File: src/rtl/txstat_pkg.sv
package txstat_pkg;
  localparam int NCNT = 3;
  localparam int DATA_W = 32;

  localparam int IDX_GOOD   = 0;
  localparam int IDX_SINGLE = 1;
  localparam int IDX_MULTI  = 2;

  localparam int OFS_MASK   = 'h00;
  localparam int OFS_GOOD   = 'h04;
  localparam int OFS_SINGLE = 'h08;
  localparam int OFS_MULTI  = 'h0C;

  localparam int MB_GOOD   = 21;
  localparam int MB_MULTI  = 15;
  localparam int MB_SINGLE = 14;

  localparam logic [DATA_W-1:0] MASK_VALID =
    (DATA_W'(1) << MB_GOOD) | (DATA_W'(1) << MB_MULTI) | (DATA_W'(1) << MB_SINGLE);

  typedef enum logic [1:0] {
    SEL_MASK   = 2'd0,
    SEL_GOOD   = 2'd1,
    SEL_SINGLE = 2'd2,
    SEL_MULTI  = 2'd3
  } rdSel_e;

  typedef struct packed {
    logic [NCNT-1:0] inc;
    logic [NCNT-1:0] rdClr;
    logic            maskWe;
    logic            rdEn;
    logic            rdHit;
    rdSel_e          rdSel;
    logic            clrAll;
  } ctrlStrobes_t;

  function automatic int maskBitOf(input int idx);
    case (idx)
      IDX_GOOD:   return MB_GOOD;
      IDX_SINGLE: return MB_SINGLE;
      default:    return MB_MULTI;
    endcase
  endfunction
endpackage

File: src/rtl/txstat_ctrl.sv
module txstat_ctrl
  import txstat_pkg::*;
#(
  parameter int COLL_W = 5,
  parameter int ADDR_W = 8
) (
  input  logic              cntClr,
  input  logic              frmDone,
  input  logic              frmGood,
  input  logic [COLL_W-1:0] collCnt,
  input  logic              halfDuplex,
  input  logic [ADDR_W-1:0] regAddr,
  input  logic              regWr,
  input  logic              regRd,
  output ctrlStrobes_t      strb
);
  logic goodFrm;
  logic oneColl;
  logic manyColl;
  logic hitMask, hitGood, hitSingle, hitMulti;

  assign goodFrm  = frmDone & frmGood;
  assign oneColl  = (collCnt == COLL_W'(1));
  assign manyColl = (collCnt >= COLL_W'(2));

  assign hitMask   = (regAddr == ADDR_W'(OFS_MASK));
  assign hitGood   = (regAddr == ADDR_W'(OFS_GOOD));
  assign hitSingle = (regAddr == ADDR_W'(OFS_SINGLE));
  assign hitMulti  = (regAddr == ADDR_W'(OFS_MULTI));

  always_comb begin
    strb = '0;
    strb.clrAll = cntClr;

    strb.inc[IDX_GOOD]   = goodFrm;
    strb.inc[IDX_SINGLE] = goodFrm & halfDuplex & oneColl;
    strb.inc[IDX_MULTI]  = goodFrm & halfDuplex & manyColl;

    strb.maskWe = regWr & hitMask;

    strb.rdEn  = regRd;
    strb.rdHit = hitMask | hitGood | hitSingle | hitMulti;
    if (hitGood)        strb.rdSel = SEL_GOOD;
    else if (hitSingle) strb.rdSel = SEL_SINGLE;
    else if (hitMulti)  strb.rdSel = SEL_MULTI;
    else                strb.rdSel = SEL_MASK;

    strb.rdClr[IDX_GOOD]   = regRd & hitGood;
    strb.rdClr[IDX_SINGLE] = regRd & hitSingle;
    strb.rdClr[IDX_MULTI]  = regRd & hitMulti;
  end
endmodule

File: src/rtl/txstat_datapath.sv
module txstat_datapath
  import txstat_pkg::*;
#(
  parameter int CNT_W = 32
) (
  input  logic                   clk,
  input  logic                   rstN,
  input  ctrlStrobes_t           strb,
  input  logic [DATA_W-1:0]      regWrData,
  output logic [DATA_W-1:0]      regRdData,
  output logic [NCNT*CNT_W-1:0]  cntFlat,
  output logic [NCNT-1:0]        stsVec,
  output logic                   irq
);
  localparam logic [CNT_W-1:0] HALF_M1 = {1'b0, {(CNT_W-1){1'b1}}};

  logic [DATA_W-1:0] maskQ;
  logic [CNT_W-1:0]  cntQ [NCNT];
  logic [NCNT-1:0]   rise;
  logic [NCNT-1:0]   maskEn;

  always_ff @(posedge clk or negedge rstN) begin
    if (!rstN)            maskQ <= '0;
    else if (strb.maskWe) maskQ <= regWrData & MASK_VALID;
  end

  for (genvar i = 0; i < NCNT; i++) begin : g_cnt
    localparam int MB = maskBitOf(i);

    assign rise[i]   = strb.inc[i] & (cntQ[i] == HALF_M1);
    assign maskEn[i] = maskQ[MB];
    assign cntFlat[i*CNT_W +: CNT_W] = cntQ[i];

    always_ff @(posedge clk or negedge rstN) begin
      if (!rstN)              cntQ[i] <= '0;
      else if (strb.clrAll)   cntQ[i] <= '0;
      else if (strb.inc[i])   cntQ[i] <= cntQ[i] + CNT_W'(1);
    end

    always_ff @(posedge clk or negedge rstN) begin
      if (!rstN)               stsVec[i] <= 1'b0;
      else if (strb.clrAll)    stsVec[i] <= 1'b0;
      else if (rise[i])        stsVec[i] <= 1'b1;
      else if (strb.rdClr[i])  stsVec[i] <= 1'b0;
    end
  end

  assign irq = |(stsVec & ~maskEn);

  always_ff @(posedge clk or negedge rstN) begin
    if (!rstN) regRdData <= '0;
    else if (strb.rdEn) begin
      if (!strb.rdHit) regRdData <= '0;
      else begin
        case (strb.rdSel)
          SEL_GOOD:   regRdData <= DATA_W'(cntQ[IDX_GOOD]);
          SEL_SINGLE: regRdData <= DATA_W'(cntQ[IDX_SINGLE]);
          SEL_MULTI:  regRdData <= DATA_W'(cntQ[IDX_MULTI]);
          default:    regRdData <= maskQ;
        endcase
      end
    end
  end
endmodule

File: src/rtl/txStatCounters.sv
module txStatCounters
  import txstat_pkg::*;
#(
  parameter int CNT_W  = 32,
  parameter int COLL_W = 5,
  parameter int ADDR_W = 8
) (
  input  logic              clk,
  input  logic              rstN,
  input  logic              cntClr,
  input  logic              frmDone,
  input  logic              frmGood,
  input  logic [COLL_W-1:0] collCnt,
  input  logic              halfDuplex,
  input  logic [ADDR_W-1:0] regAddr,
  input  logic              regWr,
  input  logic [31:0]       regWrData,
  input  logic              regRd,
  output logic [31:0]       regRdData,
  output logic              irq
);
  ctrlStrobes_t            strb;
  logic [NCNT*CNT_W-1:0]   cntFlat;
  logic [NCNT-1:0]         stsVec;

  txstat_ctrl #(.COLL_W(COLL_W), .ADDR_W(ADDR_W)) u_ctrl (
    .cntClr(cntClr), .frmDone(frmDone), .frmGood(frmGood), .collCnt(collCnt),
    .halfDuplex(halfDuplex), .regAddr(regAddr), .regWr(regWr), .regRd(regRd),
    .strb(strb)
  );

  txstat_datapath #(.CNT_W(CNT_W)) u_dp (
    .clk(clk), .rstN(rstN), .strb(strb), .regWrData(regWrData),
    .regRdData(regRdData), .cntFlat(cntFlat), .stsVec(stsVec), .irq(irq)
  );
endmodule

File: config.mk
export PLATFORM = sky130hd
export DESIGN_NAME = txStatCounters
export DESIGN_NICKNAME = d
export VERILOG_FILES = /design/src/rtl/txstat_pkg.sv /design/src/rtl/txstat_ctrl.sv /design/src/rtl/txstat_datapath.sv /design/src/rtl/txStatCounters.sv
export SDC_FILE = /design/constraint.sdc
export NUM_CORES = 1
export LEC_CHECK = 0
export BUFFER_PORTS_ARGS = -buffer_cell sky130_fd_sc_hd__buf_4
export CORE_MARGIN = 2
export CORE_UTILIZATION = 30
export DETAILED_ROUTE_END_ITERATION = 8
export PLACE_DENSITY_LB_ADDON = 0.15
export REMOVE_ABC_BUFFERS = 1
export SETUP_SLACK_MARGIN = 0.4
export SYNTH_ARGS = -nofsm -noshare
export SYNTH_HDL_FRONTEND = slang
export SYNTH_SLANG_ARGS = --single-unit
export TNS_END_PERCENT = 10
File: constraint.sdc
create_clock -name clk -period 4.75 [get_ports clk]
set_input_delay 0.95 -clock clk [delete_from_list [all_inputs] [get_ports clk]]
set_output_delay 0.95 -clock clk [all_outputs]
set_load 0.01 [all_outputs]
-- Yosys cells after proc, flatten, opt, wreduce, memory -nomap -nowiden
Index checks and enable logic that the tools add are counted.
- bits in registers: 134
- output and inout port bits: 33
- mux-type cells: 20
- $lt $le $gt $ge: 1
- equal/unequal tests: 10
- add/subtract/negate cells: 3
- bitwise gates (word level): 16
- reductions and logical operators: 8
- operator list (cell ; count):
    $mux 32 ; 7
    $add 32x1->32 const B ; 3
    $eq 32x31->1 const B ; 3
    $pmux 32 s3 ; 1
    $eq 8x4->1 const B ; 2
    $and 1x1->1 ; 11
    $mux 1 ; 9
    $reduce_bool 3->1 ; 3
    $eq 8x3->1 const B ; 1
    $logic_not 8->1 ; 1
    $mux 2 ; 3
    $reduce_bool 2->1 ; 3
    $eq 5x1->1 const B ; 1
    $ge 5x2->1 const B ; 1
    $eq 2x2->1 const B ; 2
    $and 3x3->3 ; 1
    $not 3->3 ; 1
    $or 1x1->1 ; 3
    $reduce_or 3->1 ; 1
    $eq 2x1->1 const B ; 1

-- Logic depth before layout (Yosys ltp)
Gate-level depths: netlist of the first run.
- depth in word-level cells: 7
- mapped depth: 7

-- Modules after synthesis
From an unflattened synthesis of the first run, not the netlist that was laid out.
- cells, all modules: 767
- area total of the unflattened synthesis: 7293.2 um2
- modules (own cells, without submodules) (module ; area each (um2) ; seq. area each (um2) ; times used ; cells an instance):
    txstat_datapath ; 7099.3 ; 3353.2 ; 1 ; 744
    txstat_ctrl ; 193.9 ; 0.0 ; 1 ; 23

-- Least setup slack after synthesis of the first run
OpenSTA, ideal clock, no wires.
- path type: input to register
- start: input port collCnt[1]
- end: register u_dp.cntQ (netlist bit u_dp.cntFlat[53])
- stages: 6
- path buffers: 1
- setup time: 0.132 ns
- arrival: 2.542 ns
- path slack: 2.076 ns
- path through: or4_4 -> or4_4 -> buf_6 -> nor4_4 -> xnor2_1 -> nor2_1
- longest elaborated chain between the ends: 3
- RTL lines (what ; line ; text):
    start, declared ; txStatCounters.sv:13 ; input logic [COLL_W-1:0] collCnt,
    $eq 5x1->1 ; txstat_ctrl.sv:23 ; assign oneColl = (collCnt == COLL_W'(1));
    $and 1x1->1 ; txstat_ctrl.sv:36 ; strb.inc[IDX_SINGLE] = goodFrm & halfDuplex & oneColl;
    $reduce_bool 2->1 (no source line) ; n/a ;
    end signal, assigned by index ; txstat_datapath.sv:37 ; else if (strb.inc[i]) cntQ[i] <= cntQ[i] + CNT_W'(1);
    end, declared ; txstat_datapath.sv:18 ; logic [CNT_W-1:0] cntQ [NCNT];
Every way passes these cells.
A chain may end at the register's enable or synchronous reset.

-- Worst setup path after layout of the first run
- start: input port collCnt[1]
- end: register u_dp.cntQ (netlist bit u_dp.cntFlat[62])
Same word-level chain as after synthesis.

==> results of run 1 <==
-- synthesized netlist by cell type (all sizes together) --
cell,instances
xor2,22
and3,14
nor4b,2
a211oi,1
mux4,3
nor2b,5
a21oi,42
nor2,116
o21ai,15
ha,3
o22ai,30
nand3,35
and2,3
or4,6
or3,12
and4,13
o21bai,1
clkbuf,34
xnor2,59
nor4,30
nor3,26
or4b,1
a21o,1
nand4,30
buf,8
o32ai,1
mux2i,30
dfrtp,134
a311o,1
nand2,35
or2,1
mux2,4
inv,48
-- area by class of cell --
| class | instances | area share, % |
|---|---|---|
| clock inverters | 9 | 1.81 |
| inverters | 48 | 2.14 |
| well taps | 319 | 4.74 |
| flip-flops and latches | 134 | 39.9 |
| multi-input cells | 542 | 40.3 |
| clock buffers | 21 | 5.35 |
| repair buffers | 64 | 5.76 |
-- per-layer routing --
layer,vias to the layer above,wire length [µm]
li1,2760,-
met1,2772,9880
met2,85,9140
met3,17,597
met4,0,208
met5,-,0
-- worst max-delay path by stage --
stage                     from  slack (ps)  depth (start not counted)                to
floorplan           regAddr[7]        1880                          5    u_dp.stsVec[2]
global placement    collCnt[1]        1440                          6  u_dp.cntFlat[62]
detailed placement  collCnt[1]        1440                          6  u_dp.cntFlat[62]
CTS                 collCnt[1]        1880                          6  u_dp.cntFlat[62]
global route        collCnt[1]        1770                          6  u_dp.cntFlat[62]
finish              collCnt[1]        1870                          6  u_dp.cntFlat[62]
-- worst reg2reg max path: cells and delay by family, from the launching register on --
family           cells  cell delay (ps)
flip-flops           1              440
AO/OA/AOI/OAI        1              140
AND/OR/NAND/NOR      4             1800
-- logic make-up (layout without fill, tap and decap cells) --
logic type	after synthesis	count (layout)	synth area share, %
compound gates	92	92	7.25
fa+ha+maj	3	3	0.529
simple gates	329	329	24.2
buf+inv	90	142	4.89
xor+xnor	81	81	10.0
mux	37	37	5.82
flops	134	134	47.3
-- flip-flops by register name, indices dropped and copies added (netlist names) --
register	flops
u_dp.maskQ	3
u_dp.stsVec	3
u_dp.cntFlat	96
u_dp.regRdData	32
-- per-stage QoR --
step	power [mW]	hold slack (ps)	utilization, %	setup WS (ps)	instances
3_5_place_dp	1.28	517	33.5	1440	1107
2_1_floorplan	1.19	498	-	1880	724
3_3_place_gp	1.28	510	33.5	1440	1107
4_1_cts	2.67	527	36.1	1880	1137
6_report	2.64	520	36.1	1870	1137
5_1_grt	2.74	546	36.1	1770	1137
-- power by group --
group	switching [mW]	total [mW]	internal, mW	leakage (nW)
combinational	0.0733	0.100	0.0272	1.26
clock	0.503	1.39	0.884	0.285
sequential	0.00524	1.15	1.14	1.87
==> Flow_metrics.wiki, run 1 <==
{| class="wikitable"
! Metric !! Value
|-
| Cell area after placement || between 0.007 and 0.008 mm²
|-
| Total detailed-routing wirelength || 19.8 mm
|-
| Clock period minus final worst setup slack || 2880 ps
|-
| Setup TNS || 0 ps
|-
| Number of synthesized register bits || 134
|-
| Bufs on Longest Clock Path || 2
|-
| Final standard cell area without fillers || roughly 0.0084 mm²
|-
| Port Buffers || 56
|-
| Combined global-route utilization of all metal layers || roughly 17%
|-
| Area occupied by multi-input gates || between 0.003 and 0.004 mm²
|-
| Post-detailed-placement half-perimeter wirelength || 13.9 mm
|-
| Sort of element at the end of the critical path || flip-flop
|-
| Number of antenna violations at the first check in global routing || 0
|-
| Count of TritonRoute iterations in the first routing pass || 4
|-
| Worst-Skew Late Latency || about 420 ps
|-
| Core region area || between 0.02 and 0.025 mm²
|-
| Number of buffer and inverter instances along the worst setup path || 1
|-
| Count of unique library cells instantiated by Yosys || 39
|-
| Area share of the largest cell type after synthesis || roughly 47%
|-
| Clock Root Buffer || sky130_fd_sc_hd__clkbuf_16
|-
| Max Transition Viols Final || 0
|-
| Kind of launch point of the worst setup path || input port
|-
| Starting Density || 30.4%
|-
| Die width || 158 µm
|-
| Unrepaired setup endpoints after global routing || no
|-
| Antenna Diode Count || 0
|-
| Number of routed nets with antenna violations || 0
|-
| Routed via count divided by cell count || between 4 and 5
|-
| Global-route met3 utilization || a little under 3%
|-
| Routed vias || around 5600
|-
| Met1 track demand over resource || a little under a quarter
|-
| Peak clock frequency supported by timing || around 0.35 GHz
|-
| Num rows || 56
|-
| Hold bufs inserted after CTS || 0
|-
| Post-cts repair resize count || 0
|-
| Gate count of the mapped netlist || roughly 770
|-
| Largest delay contributor family on the critical path || simple AND/OR/NAND/NOR gates
|-
| Dominant cells by area after synthesis || sky130_fd_sc_hd__dfrtp_1 47%, sky130_fd_sc_hd__xnor2_1 7.3%, sky130_fd_sc_hd__nor2_1 6.1%, sky130_fd_sc_hd__mux2i_1 4.2%, sky130_fd_sc_hd__a21oi_1 3.0%
|-
| Hold Startpoint || u_dp.regRdData[21]
|-
| GR Layer Usage met2 || about a quarter
|-
| Largest driver fanout on the critical path || 15
|-
| Final global-route overflow total || 0
|-
| Number of endpoints failing setup at the final stage || 0
|-
| Outcome || complete, no violations
|-
| Maximum VDD drop || roughly 0.2 mV
|-
| CP required || 5080 ps
|-
| TritonCTS clock tree || built
|-
| Post-detailed-route wirelength per cell || 17.4 µm
|-
| Cell-by-cell trace of the critical path || buf_4 > nor4_4 > nand4_2 > or4_1 > or3_1 > a21oi_1
|-
| GR peak layer || met2
|-
| Commonest cells after routing, fill and taps aside || 134 x sky130_fd_sc_hd__dfrtp_1, 116 x sky130_fd_sc_hd__nor2_1, 63 x sky130_fd_sc_hd__buf_4
|-
| Die area || ~0.025 mm²
|-
| Period Utilization, post-route || about three fifths
|-
| Warnings, synthesis || 0
|-
| Worst Hold Path EP || u_dp.regRdData[21]
|-
| Minimum setup slack among reg-to-reg paths || roughly 2300 ps
|-
| Clk pin slew, worst setup/hold paths || roughly 60 ps
|-
| Cell taking the most area after synthesis || sky130_fd_sc_hd__dfrtp_1
|-
| First DRT Iteration DRCs || 320
|-
| Commonest non-fill, non-tap cell in the layout || sky130_fd_sc_hd__dfrtp_1
|-
| Transition time at the pin with the least slew margin || 970 ps
|-
| Vias in the first global route || approximately 5400
|-
| Leakage power summed over all cells || 3.42 nW
|-
| Area growth from synthesis to layout || 18.7%
|-
| Synthesized cell area || approximately 0.0071 mm²
|-
| Clk sink count || 134
|-
| Average cell area after synthesis || a little over 9 µm²
|-
| IO Pins || 86
|-
| Critical R2R Capture || u_dp.cntFlat[62]
|-
| Post-CTS Repair Setup Buffers || 0
|-
| Sequential-to-total area share from yosys stat || 47.3%
|-
| Fraction of layout instances using a drive strength above 1 || around an eighth
|-
| Pwr/cell area || 314 mW/mm²
|-
| WHS Path Cells || 2
|-
| Setup Crit Path Kind || in2reg
|-
| Cell at the slowest stage of the critical path || sky130_fd_sc_hd__or4_1
|-
| Nets || 863
|-
| Depth of the worst register-to-register path || 5
|-
| Source of the worst register-to-register timing path || u_dp.cntFlat[35]
|-
| Wire length of the first global-routing pass || 31.5 mm
|-
| Maximum number of pins on one net before global-route repair || 86
|-
| Fill count || between 2000 and 2500
|-
| Total number of H-tree levels || 4
|-
| Worst slew margin relative to its limit || approximately a third
|-
| Min-delay worst type || reg2reg
|-
| Die height || ~160 µm
|-
| Count of max-cap constraint violations || 0
|-
| Data arrival, critical path || around 3200 ps
|-
| Maximum cell stage delay along the critical path || about 750 ps
|-
| Final-report hold violation count || 0
|-
| Final GP Congestion || around 0.79
|-
| Clock tree skew after final layout || 12.5 ps
|-
| DRC violation count after routing || 0
|-
| Number of buffers added by the clock tree synthesis step || 17
|-
| Sequential cell area || about 0.0034 mm²
|}
(Power assumes the default switching activity.)
==> run 2: changes to the inputs <==
- clock period: 4.75 -> 2.64 ns (I/O delays scaled with it)
==> run 2 against run 1 <==
Effect of this change:
- sequential power rose by 80%
- highest routed layer unchanged
- power grew 85%
- critical path depth fell by 1
- largest power group unchanged
- critical endpoint unchanged
- via count rose by 0.14%
==> Flow_metrics.wiki, run 2 (synthesis results as in run 1) <==
{| class="wikitable"
! Metric !! Value
|-
| Outcome || complete, no violations
|-
| Leakage power summed over all cells || 3.57 nW (+4.4%)
|-
| Final GP Congestion || 0.794 (+0.72%)
|-
| Number of routed nets with antenna violations || 0 (unchanged)
|-
| Final-report hold violation count || 0 (unchanged)
|-
| Source of the worst register-to-register timing path || u_dp.cntFlat[46]
|-
| Core region area || 0.0233 mm² (unchanged)
|-
| Antenna Diode Count || 0 (unchanged)
|-
| Total number of H-tree levels || 4 (unchanged)
|-
| Critical R2R Capture || u_dp.cntFlat[62]
|-
| Wire length of the first global-routing pass || 31.5 mm (+0.11%)
|-
| Number of buffer and inverter instances along the worst setup path || 0 (-1)
|-
| Clk pin slew, worst setup/hold paths || 60 ps (about the same)
|-
| CP required || 2980 ps (-2100 ps)
|-
| Largest delay contributor family on the critical path || simple AND/OR/NAND/NOR gates
|-
| Commonest cells after routing, fill and taps aside || 132 x sky130_fd_sc_hd__dfrtp_1, 116 x sky130_fd_sc_hd__nor2_1, 85 x sky130_fd_sc_hd__buf_4
|-
| Setup Crit Path Kind || reg2reg
|-
| Port Buffers || 56 (unchanged)
|-
| Commonest non-fill, non-tap cell in the layout || sky130_fd_sc_hd__dfrtp_1
|-
| Maximum VDD drop || 0.254 mV (+27%)
|-
| Largest driver fanout on the critical path || 8 (-7)
|-
| Routed via count divided by cell count || 4.86 (-2.0%)
|-
| First DRT Iteration DRCs || 355 (+11%)
|-
| Peak clock frequency supported by timing || 0.463 GHz
|-
| Min-delay worst type || in2async
|-
| Cell-by-cell trace of the critical path || and4_1 > nand4_1 > or4_4 > or3_1 > a21oi_1
|-
| Die width || 158 µm (unchanged)
|-
| Kind of launch point of the worst setup path || flip-flop
|-
| Starting Density || 30.4% (unchanged)
|-
| Period Utilization, post-route || 81.8%
|-
| Vias in the first global route || 5476 (+1.3%)
|-
| Met1 track demand over resource || 23.6% (-0.31 points)
|-
| IO Pins || 86 (unchanged)
|-
| Count of max-cap constraint violations || 0 (unchanged)
|-
| Area growth from synthesis to layout || 22.2%
|-
| Maximum number of pins on one net before global-route repair || 61 (-29%)
|-
| GR peak layer || met2
|-
| Final global-route overflow total || 0 (unchanged)
|-
| Post-CTS Repair Setup Buffers || 0 (unchanged)
|-
| Minimum setup slack among reg-to-reg paths || 480 ps (-1800 ps)
|-
| Hold WS || 78.3 ps (-442 ps)
|-
| Hold bufs inserted after CTS || 0 (unchanged)
|-
| DRC violation count after routing || 0 (unchanged)
|-
| Number of antenna violations at the first check in global routing || 0 (unchanged)
|-
| Max Transition Viols Final || 0 (unchanged)
|-
| Clock Root Buffer || sky130_fd_sc_hd__clkbuf_16
|-
| Post-detailed-placement half-perimeter wirelength || 14.5 mm (+4.0%)
|-
| Die area || 0.0249 mm² (unchanged)
|-
| Number of buffers added by the clock tree synthesis step || 17 (unchanged)
|-
| Combined global-route utilization of all metal layers || 16.7% (+0.066 points)
|-
| Num rows || 56 (unchanged)
|-
| Nets || 887 (+2.8%)
|-
| Clock period minus final worst setup slack || about 2200 ps
|-
| Routed vias || 5642 (+0.14%)
|-
| Post-detailed-route wirelength per cell || 17.2 µm (-1.3%)
|-
| Maximum cell stage delay along the critical path || 620 ps (-130 ps)
|-
| Bufs on Longest Clock Path || 2 (unchanged)
|-
| Sort of element at the end of the critical path || flip-flop
|-
| Pwr/cell area || 565 mW/mm² (+80%)
|-
| Clk sink count || 134 (unchanged)
|-
| GR Layer Usage met2 || 26.0% (+0.37 points)
|-
| Worst slew margin relative to its limit || 54.3% (+19 points)
|-
| Data arrival, critical path || 2500 ps (-720 ps)
|-
| Transition time at the pin with the least slew margin || 685 ps (-284 ps)
|-
| Number of endpoints failing setup at the final stage || 0 (unchanged)
|-
| Total detailed-routing wirelength || 20.0 mm (+0.88%)
|-
| Max FFs per register || 96 (unchanged)
|-
| Global-route met3 utilization || 3.28% (+0.36 points)
|-
| Setup TNS || 0 ps (unchanged)
|-
| Cell area after placement || 0.00802 mm² (+2.6%)
|-
| Final standard cell area without fillers || 0.00867 mm² (+3.0%)
|-
| Depth of the worst register-to-register path || 5 (unchanged)
|-
| Clock tree skew after final layout || 11.1 ps (-1.33 ps)
|-
| TritonCTS clock tree || built
|-
| Cell at the slowest stage of the critical path || sky130_fd_sc_hd__or4_4
|-
| Die height || 158 µm (unchanged)
|-
| Unrepaired setup endpoints after global routing || yes
|-
| Count of TritonRoute iterations in the first routing pass || 4 (unchanged)
|-
| Worst-Skew Late Latency || 420 ps (about the same)
|-
| Fraction of layout instances using a drive strength above 1 || 16.3% (+3.2 points)
|}
==> run 2: worst reg2reg max path, stage by stage, from the launching register on <==
cell,delay [ps]
sky130_fd_sc_hd__dfrtp_1,520
sky130_fd_sc_hd__and4_1,290
sky130_fd_sc_hd__nand4_1,140
sky130_fd_sc_hd__or4_4,620
sky130_fd_sc_hd__or3_1,360
sky130_fd_sc_hd__a21oi_1,140
==> run 2: how the worst max path moves through the flow <==
stage | end | from | slack (ps) | cells past startpoint
6_report | u_dp.cntFlat[62] | u_dp.cntFlat[46] | 480 | 5
5_1_grt | u_dp.cntFlat[91] | u_dp.cntFlat[67] | 360 | 5
4_1_cts | u_dp.cntFlat[62] | u_dp.cntFlat[39] | 450 | 5
3_5_place_dp | u_dp.cntFlat[62] | collCnt[1] | 180 | 6
3_3_place_gp | u_dp.cntFlat[53] | collCnt[1] | 180 | 6
2_1_floorplan | u_dp.stsVec[2] | regAddr[7] | 190 | 5
==> run 2: what timing repair did <==
item	in CTS	in global routing
resized for setup	1	2
gates cloned	0	0
setup endpoints to repair	3	5
==> run 2: per-stage QoR <==
stage	utilization [%]	power [mW]	setup slack (ps)	std cells
floorplan	-	2.14	192	724
global placement	34.4	2.31	179	1131
detailed placement	34.4	2.31	185	1131
CTS	37.1	4.95	449	1162
global route	37.1	5.07	356	1162
finish	37.1	4.89	480	1162
==> run 2: cell type report <==
type,count,area [µm²]
Fill cell,2405,14700
Multi-Input combinational cell,542,3400
Sequential cell,134,3360
Timing Repair Buffer,88,689
Clock buffer,19,443
Tap cell,319,399
Clock inverter,12,203
Inverter,48,180
==> run 2: where the power goes <==
part	leakage, nW	switching (mW)	total (mW)	internal (mW)
Clock	0.313	0.930	2.63	1.70
Combinational	1.39	0.138	0.201	0.0627
Sequential	1.87	0.00590	2.07	2.06
==> run 2: layer usage <==
| metal | vias to the layer above | wire length [µm] |
|---|---|---|
| met5 | - | 0 |
| met4 | 0 | 274 |
| met3 | 17 | 607 |
| met2 | 74 | 9240 |
| met1 | 2751 | 9880 |
| li1 | 2800 | - |
